[config.mk]
export PLATFORM = sky130hd
export DESIGN_NAME = divcfg_reg
export DESIGN_NICKNAME = d
export VERILOG_FILES = /design/src/rtl/divcfg_pkg.sv /design/src/rtl/divcfg_sync.sv /design/src/rtl/divcfg_ctrl.sv /design/src/rtl/divcfg_datapath.sv /design/src/rtl/divcfg_reg.sv
export SDC_FILE = /design/constraint.sdc
export NUM_CORES = 1
export LEC_CHECK = 0
export BUFFER_PORTS_ARGS = -buffer_cell sky130_fd_sc_hd__buf_2
export CAP_MARGIN = 20
export CORE_ASPECT_RATIO = 1.25
export CORE_MARGIN = 5
export CORE_UTILIZATION = 50
export DETAILED_ROUTE_END_ITERATION = 8
export PLACE_DENSITY = 0.77
export SYNTH_ARGS = -nofsm -noshare
export SYNTH_HDL_FRONTEND = slang
export SYNTH_SLANG_ARGS = --single-unit
[constraint.sdc]
create_clock -name clk -period 1.4 [get_ports clk]
set_input_delay 0.28 -clock clk [delete_from_list [all_inputs] [get_ports clk]]
set_output_delay 0.28 -clock clk [all_outputs]
set_load 0.01 [all_outputs]
[src/rtl/divcfg_pkg.sv]
package divcfg_pkg;
  // Per-cycle actions issued by the control to the datapath
  typedef struct packed {
    logic loadPar;     // copy parallel pins into the settings
    logic loadSerial;  // copy shift register fields into the settings
    logic passSerial;  // shift and copy the shifted fields in the same cycle
    logic shiftEn;     // shift one serial bit in
  } cfgStrobe_t;
endpackage

[src/rtl/divcfg_sync.sv]
module divcfg_sync #(
  parameter int WIDTH = 1,
  parameter int STAGES = 2,
  parameter logic [WIDTH-1:0] RST_VAL = '0
) (
  input  logic             clk,
  input  logic             rst,
  input  logic [WIDTH-1:0] din,
  output logic [WIDTH-1:0] dout
);
  logic [WIDTH-1:0] stg [STAGES];

  always_ff @(posedge clk) begin
    if (rst) begin
      for (int i = 0; i < STAGES; i++) stg[i] <= RST_VAL;
    end else begin
      stg[0] <= din;
      for (int i = 1; i < STAGES; i++) stg[i] <= stg[i-1];
    end
  end

  assign dout = stg[STAGES-1];
endmodule

[src/rtl/divcfg_ctrl.sv]
module divcfg_ctrl
  import divcfg_pkg::*;
(
  input  logic       clk,
  input  logic       rst,
  input  logic       parLoadNS,
  input  logic       serLoadS,
  input  logic       serClkS,
  output cfgStrobe_t strobes
);
  logic serClkPrev;
  logic serLoadPrev;
  logic clkRise;
  logic loadRise;

  always_ff @(posedge clk) begin
    if (rst) begin
      serClkPrev  <= 1'b0;
      serLoadPrev <= 1'b0;
    end else begin
      serClkPrev  <= serClkS;
      serLoadPrev <= serLoadS;
    end
  end

  assign clkRise  = serClkS & ~serClkPrev;
  assign loadRise = serLoadS & ~serLoadPrev;

  always_comb begin
    strobes = '0;
    if (!parLoadNS) begin
      // parallel path wins whenever its strobe is low
      strobes.loadPar = 1'b1;
    end else begin
      strobes.shiftEn    = clkRise;
      strobes.passSerial = clkRise & serLoadS;
      strobes.loadSerial = loadRise & ~clkRise;
    end
  end

  // no serial action while the parallel strobe is low
  assert_par_lockout_R9: assert property (@(posedge clk) disable iff (rst)
    !parLoadNS |-> !(strobes.shiftEn || strobes.loadSerial || strobes.passSerial));

  // at most one setting source per cycle
  assert_one_source_R5: assert property (@(posedge clk) disable iff (rst)
    $countones({strobes.loadPar, strobes.loadSerial, strobes.passSerial}) <= 1);

  // shifting only on a sampled rising serial clock
  assert_shift_edge_R4: assert property (@(posedge clk) disable iff (rst)
    strobes.shiftEn |-> (serClkS && !serClkPrev));
endmodule

[src/rtl/divcfg_datapath.sv]
module divcfg_datapath
  import divcfg_pkg::*;
#(
  parameter int M_WIDTH = 6,
  parameter int N_WIDTH = 2,
  parameter int PAD_BITS = 2,
  parameter int NULL_LEAD = 1,
  parameter int NULL_MID = 3,
  parameter logic [M_WIDTH-1:0] DEF_M = 6'd32,
  parameter logic [N_WIDTH-1:0] DEF_N = 2'd0,
  localparam int FRAME_LEN = PAD_BITS + NULL_LEAD + N_WIDTH + NULL_MID + M_WIDTH,
  localparam int N_LSB = M_WIDTH + NULL_MID,
  localparam int RATIO_W = 1 << N_WIDTH
) (
  input  logic               clk,
  input  logic               rst,
  input  cfgStrobe_t         strobes,
  input  logic [M_WIDTH-1:0] parM,
  input  logic [N_WIDTH-1:0] parN,
  input  logic               serBit,
  output logic [M_WIDTH-1:0] mSetting,
  output logic [N_WIDTH-1:0] nSetting,
  output logic [RATIO_W-1:0] divRatio
);
  logic [FRAME_LEN-1:0] shiftReg;
  logic [FRAME_LEN-1:0] shiftNext;
  logic [M_WIDTH-1:0]   mReg;
  logic [N_WIDTH-1:0]   nReg;

  assign shiftNext = {shiftReg[FRAME_LEN-2:0], serBit};

  always_ff @(posedge clk) begin
    if (rst) begin
      shiftReg <= '0;
    end else if (strobes.shiftEn) begin
      shiftReg <= shiftNext;
    end
  end

  always_ff @(posedge clk) begin
    if (rst) begin
      mReg <= DEF_M;
      nReg <= DEF_N;
    end else if (strobes.loadPar) begin
      mReg <= parM;
      nReg <= parN;
    end else if (strobes.passSerial) begin
      mReg <= shiftNext[M_WIDTH-1:0];
      nReg <= shiftNext[N_LSB +: N_WIDTH];
    end else if (strobes.loadSerial) begin
      mReg <= shiftReg[M_WIDTH-1:0];
      nReg <= shiftReg[N_LSB +: N_WIDTH];
    end
  end

  // ratio decode: one bit per code value
  always_comb begin
    for (int i = 0; i < RATIO_W; i++) divRatio[i] = (nReg == N_WIDTH'(i));
  end

  assign mSetting = mReg;
  assign nSetting = nReg;

  // transparent parallel path
  assert_par_follow_R2: assert property (@(posedge clk) disable iff (rst)
    strobes.loadPar |=> (mSetting == $past(parM)) && (nSetting == $past(parN)));

  // settings hold when no source is active
  assert_hold_R6: assert property (@(posedge clk) disable iff (rst)
    !(strobes.loadPar || strobes.loadSerial || strobes.passSerial)
      |=> $stable(mSetting) && $stable(nSetting));

  // shift register untouched without a shift strobe
  assert_sr_hold_R9: assert property (@(posedge clk) disable iff (rst)
    !strobes.shiftEn |=> $stable(shiftReg));

  // exactly one ratio selected
  assert_ratio_onehot_R10: assert property (@(posedge clk) disable iff (rst)
    $countones(divRatio) == 1);
endmodule

[src/rtl/divcfg_reg.sv]
module divcfg_reg
  import divcfg_pkg::*;
#(
  parameter int M_WIDTH = 6,
  parameter int N_WIDTH = 2,
  parameter int SYNC_STAGES = 2,
  parameter int PAD_BITS = 2,
  parameter int NULL_LEAD = 1,
  parameter int NULL_MID = 3,
  parameter logic [M_WIDTH-1:0] DEF_M = 6'd32,
  parameter logic [N_WIDTH-1:0] DEF_N = 2'd0,
  localparam int RATIO_W = 1 << N_WIDTH,
  localparam int PIN_W = M_WIDTH + N_WIDTH + 1
) (
  input  logic               clk,
  input  logic               rst,
  input  logic               parLoadN,
  input  logic [M_WIDTH-1:0] parM,
  input  logic [N_WIDTH-1:0] parN,
  input  logic               serClk,
  input  logic               serData,
  input  logic               serLoad,
  output logic [M_WIDTH-1:0] mSetting,
  output logic [N_WIDTH-1:0] nSetting,
  output logic [RATIO_W-1:0] divRatio
);
  logic [PIN_W-1:0]   dataS;
  logic [2:0]         ctlS;
  logic [M_WIDTH-1:0] parMS;
  logic [N_WIDTH-1:0] parNS;
  logic               serDataS;
  cfgStrobe_t         strobes;

  // data pins share the control pins' latency so edges and data stay aligned
  divcfg_sync #(.WIDTH(PIN_W), .STAGES(SYNC_STAGES), .RST_VAL('0)) uDataSync (
    .clk(clk), .rst(rst), .din({parM, parN, serData}), .dout(dataS)
  );

  divcfg_sync #(.WIDTH(3), .STAGES(SYNC_STAGES), .RST_VAL(3'b100)) uCtlSync (
    .clk(clk), .rst(rst), .din({parLoadN, serLoad, serClk}), .dout(ctlS)
  );

  assign {parMS, parNS, serDataS} = dataS;

  divcfg_ctrl uCtrl (
    .clk(clk), .rst(rst),
    .parLoadNS(ctlS[2]), .serLoadS(ctlS[1]), .serClkS(ctlS[0]),
    .strobes(strobes)
  );

  divcfg_datapath #(
    .M_WIDTH(M_WIDTH), .N_WIDTH(N_WIDTH), .PAD_BITS(PAD_BITS),
    .NULL_LEAD(NULL_LEAD), .NULL_MID(NULL_MID), .DEF_M(DEF_M), .DEF_N(DEF_N)
  ) uDp (
    .clk(clk), .rst(rst), .strobes(strobes),
    .parM(parMS), .parN(parNS), .serBit(serDataS),
    .mSetting(mSetting), .nSetting(nSetting), .divRatio(divRatio)
  );
endmodule

==> results.sh <==
export IMPL_status="finished clean"
export IMPL_maxSlewHeadroom_pct=67.7
export IMPL_die_y_um=71.9
export IMPL_r2r_slack_ns=0.09
export IMPL_first_pass_iters=4
export IMPL_rsz0062_at_grt="yes"
export IMPL_mostFrequentLayoutCell="dfxtp_1"
export IMPL_startpoint_type="flip-flop"
export IMPL_drt_iter0_drc=19
export IMPL_hp_class="input pin to flip-flop"
export IMPL_grt_ovfl_total=0
export IMPL_cts_max_path_buffers=2
export IMPL_power_density_nw_per_um2=1140
export IMPL_ys_seq_elements=45
export IMPL_drv_cap=0
export IMPL_async_reset_ff_share_pct=0
export IMPL_ys_warn_count=0
export IMPL_tightestPinTransition_ns=0.483
export IMPL_worstSkewPairLatency_ns=0.36
export IMPL_path_max_fanout=8
export IMPL_io_buffers=25
export IMPL_preCtsSetupSlack_ns=0.0656
export IMPL_clock_fmax_mhz=763
export IMPL_grt_pass1_vias=980
export IMPL_finalPower_uw=2050
export IMPL_p_comb_share_pct=5.4
export IMPL_antenna_found_initial=0
export IMPL_start_util_pct=52.1
export IMPL_min_from="parLoadN"
export IMPL_use_met1_pct=14.4
export IMPL_finalCritPeriodShare_pct=93.6
export IMPL_cp_required_ns=1.66
export IMPL_cts_made_buffers=5
export IMPL_fin_crit_ns=1.31
export IMPL_finalSetupViolations=0
export IMPL_synth_edf_count=0
export IMPL_syn_inst=138
export IMPL_ys_flop_type="dfxtp_1"
export IMPL_finalNonFillerCells=206
export IMPL_critPathArrivalTime_ns=1.57
export IMPL_drv_slew=0
export IMPL_area_growth_pct=17.0
export IMPL_drive_gt1_share_pct=27.6
export IMPL_ir_drop_mv=0.974
export IMPL_synthesis_nets=152
export IMPL_core_area_um2=2950
export IMPL_p_clk_share_pct=29.6
export IMPL_track_usage_pct=13.6
export IMPL_reg2reg_depth=5
export IMPL_p_switching_uw=438
export IMPL_hold_viol_final=0
export IMPL_grt_start_max_net_pins=25
export IMPL_sw_frac_of_total_pct=21.3
export IMPL_path_class="flip-flop to flip-flop"
export IMPL_placed_cells=199
export IMPL_setup_ws_ns=0.0902
export IMPL_die_area_um2=4280
export IMPL_wl_per_cell_um=11.7
export IMPL_gp_congestion=0.829
export IMPL_ios=26
export IMPL_gr_usage_met2_pct=22.0
export IMPL_p_seq_share_pct=64.9
export IMPL_reg2reg_from="uCtlSync.stg[0][4]$_SDFF_PP0_"
export IMPL_drtAntennaViolNets=0
export IMPL_drc=0
export IMPL_r2r_end="uDp.mSetting[1]$_SDFFE_PP0P_"
export IMPL_routed_wl_um=2410
export IMPL_rows=22
export IMPL_placed_area_um2=1730
export IMPL_intPower_uw=1610
export IMPL_cts_max_level=2
export IMPL_synth_avg_cell_area_um2=11.1
export IMPL_crit_start="uCtlSync.stg[0][4]$_SDFF_PP0_"
export IMPL_diodes=0
export IMPL_cp_end_kind="flip-flop"
export IMPL_cts_tree="yes"
export IMPL_layout_common_cells="dfxtp_1 (42), nor2b_1 (27), buf_2 (25)"
export IMPL_dr_total_vias=1020
export IMPL_min_to="uCtlSync.stg[0][2]$_SDFF_PP1_"
export IMPL_dp_hpwl_um=1820
export IMPL_cts_root_buf="clkbuf_4"
export IMPL_skew_ns=0.0186
export IMPL_path_clk_slew_ns=0.13
export IMPL_vias_per_cell=4.95
export IMPL_grt_met3_usage_pct=6.23
export IMPL_grt_most_used_layer="met2"
export IMPL_whs_path_depth=2
export IMPL_synth_area_um2=1530
export IMPL_design_area_um2=1800
export IMPL_grt_pass1_wl_um=4260
export IMPL_p_leak_uw=0.000850
export IMPL_ys_types=20
export IMPL_die_x_um=59.5
export IMPL_ys_seq_area_share_pct=58.7
export IMPL_cts_sinks=45
export IMPL_nets=184
[metal layers]
metal / vias to the layer above / share of wire, %
met5: - / 0
met4: 0 / 2.5
met3: 7 / 6.4
met2: 24 / 51
met1: 464 / 40
li1: 525 / -
[flip-flops by register name, summed over array words and instances (netlist names)]
register,flops
uCtrl.serClkPrev,1
uCtrl.serLoadPrev,1
uDp.mSetting,6
uDp.nSetting,2
uDp.shiftReg,11
uDataSync.stg,18
uCtlSync.stg,6
[power groups by stage]
| stage | combinational [µW] | clock, µW | sequential [µW] |
|---|---|---|---|
| after floorplan | 67.4 | 0 | 1360 |
| after global placement | 110 | 0 | 1360 |
| final | 112 | 608 | 1330 |
| after CTS | 114 | 640 | 1330 |
| after detailed placement | 114 | 0 | 1360 |
| after global routing | 126 | 691 | 1340 |
[timing repair]
action                                  in CTS  in global routing
gates resized for setup                      0                  4
setup buffers                                0                  0
hold buffers                                 0                  0
endpoints found under the setup margin       0                 10
[through the flow]
step	setup TNS [ns]	hold WS (ns)	utilization [%]
CTS	0	0.0841	60.7
floorplan	0	0.384	-
global placement	0	0.392	58.7
detailed placement	0	0.396	58.7
finish	0	0.101	61.0
global route	-0.0606	0.0772	61.0
[layout make-up]
| cell class | instances | area, µm² |
|---|---|---|
| clock buffers | 6 | 51.3 |
| multi-input cells | 87 | 604 |
| flip-flops and latches | 45 | 905 |
| fillers | 244 | 1150 |
| well taps | 36 | 45.0 |
| clock inverters | 1 | 7.51 |
| repair buffers | 31 | 183 |
[critical path: stages (launching register included)]
cell,delay [ns]
dfxtp_1,0.38
nand4b_1,0.16
buf_12,0.18
mux2i_1,0.17
nor2_1,0.06
a221o_1,0.26
[synth_stat cells, types with 2 or more instances]
cell      instances  area (µm²)
dfxtp_1          45         901
nor2_1           21        78.8
buf_2             2        10.0
or2_2             2        12.5
mux2i_1          17         170
nand3b_1          2        15.0
nor2b_1          27         169
clkbuf_1          2        7.51
a221o_1           7        70.1
nor3_1            3        15.0
[worst max-delay path by stage]
stage | to | slack (ns)
6_report | uDp.mSetting[1]$_SDFFE_PP0P_ | 0.09
2_1_floorplan | uDp.mSetting[0]$_SDFFE_PP0P_ | 0.21
3_3_place_gp | uDp.nSetting[1]$_SDFFE_PP0P_ | 0.09
4_1_cts | divRatio[2] | 0.01
5_1_grt | divRatio[2] | -0.03
3_5_place_dp | uDp.mSetting[1]$_SDFFE_PP0P_ | 0.07
[cell families after synthesis]
family          count (synthesis)  share of synthesized area (%)
buf+inv                         6                           2.12
compound gates                  9                           5.63
simple gates                   60                           21.7
flops                          45                           58.7
mux                            18                           11.8
No activity file was read; power rests on OpenSTA's default activity.
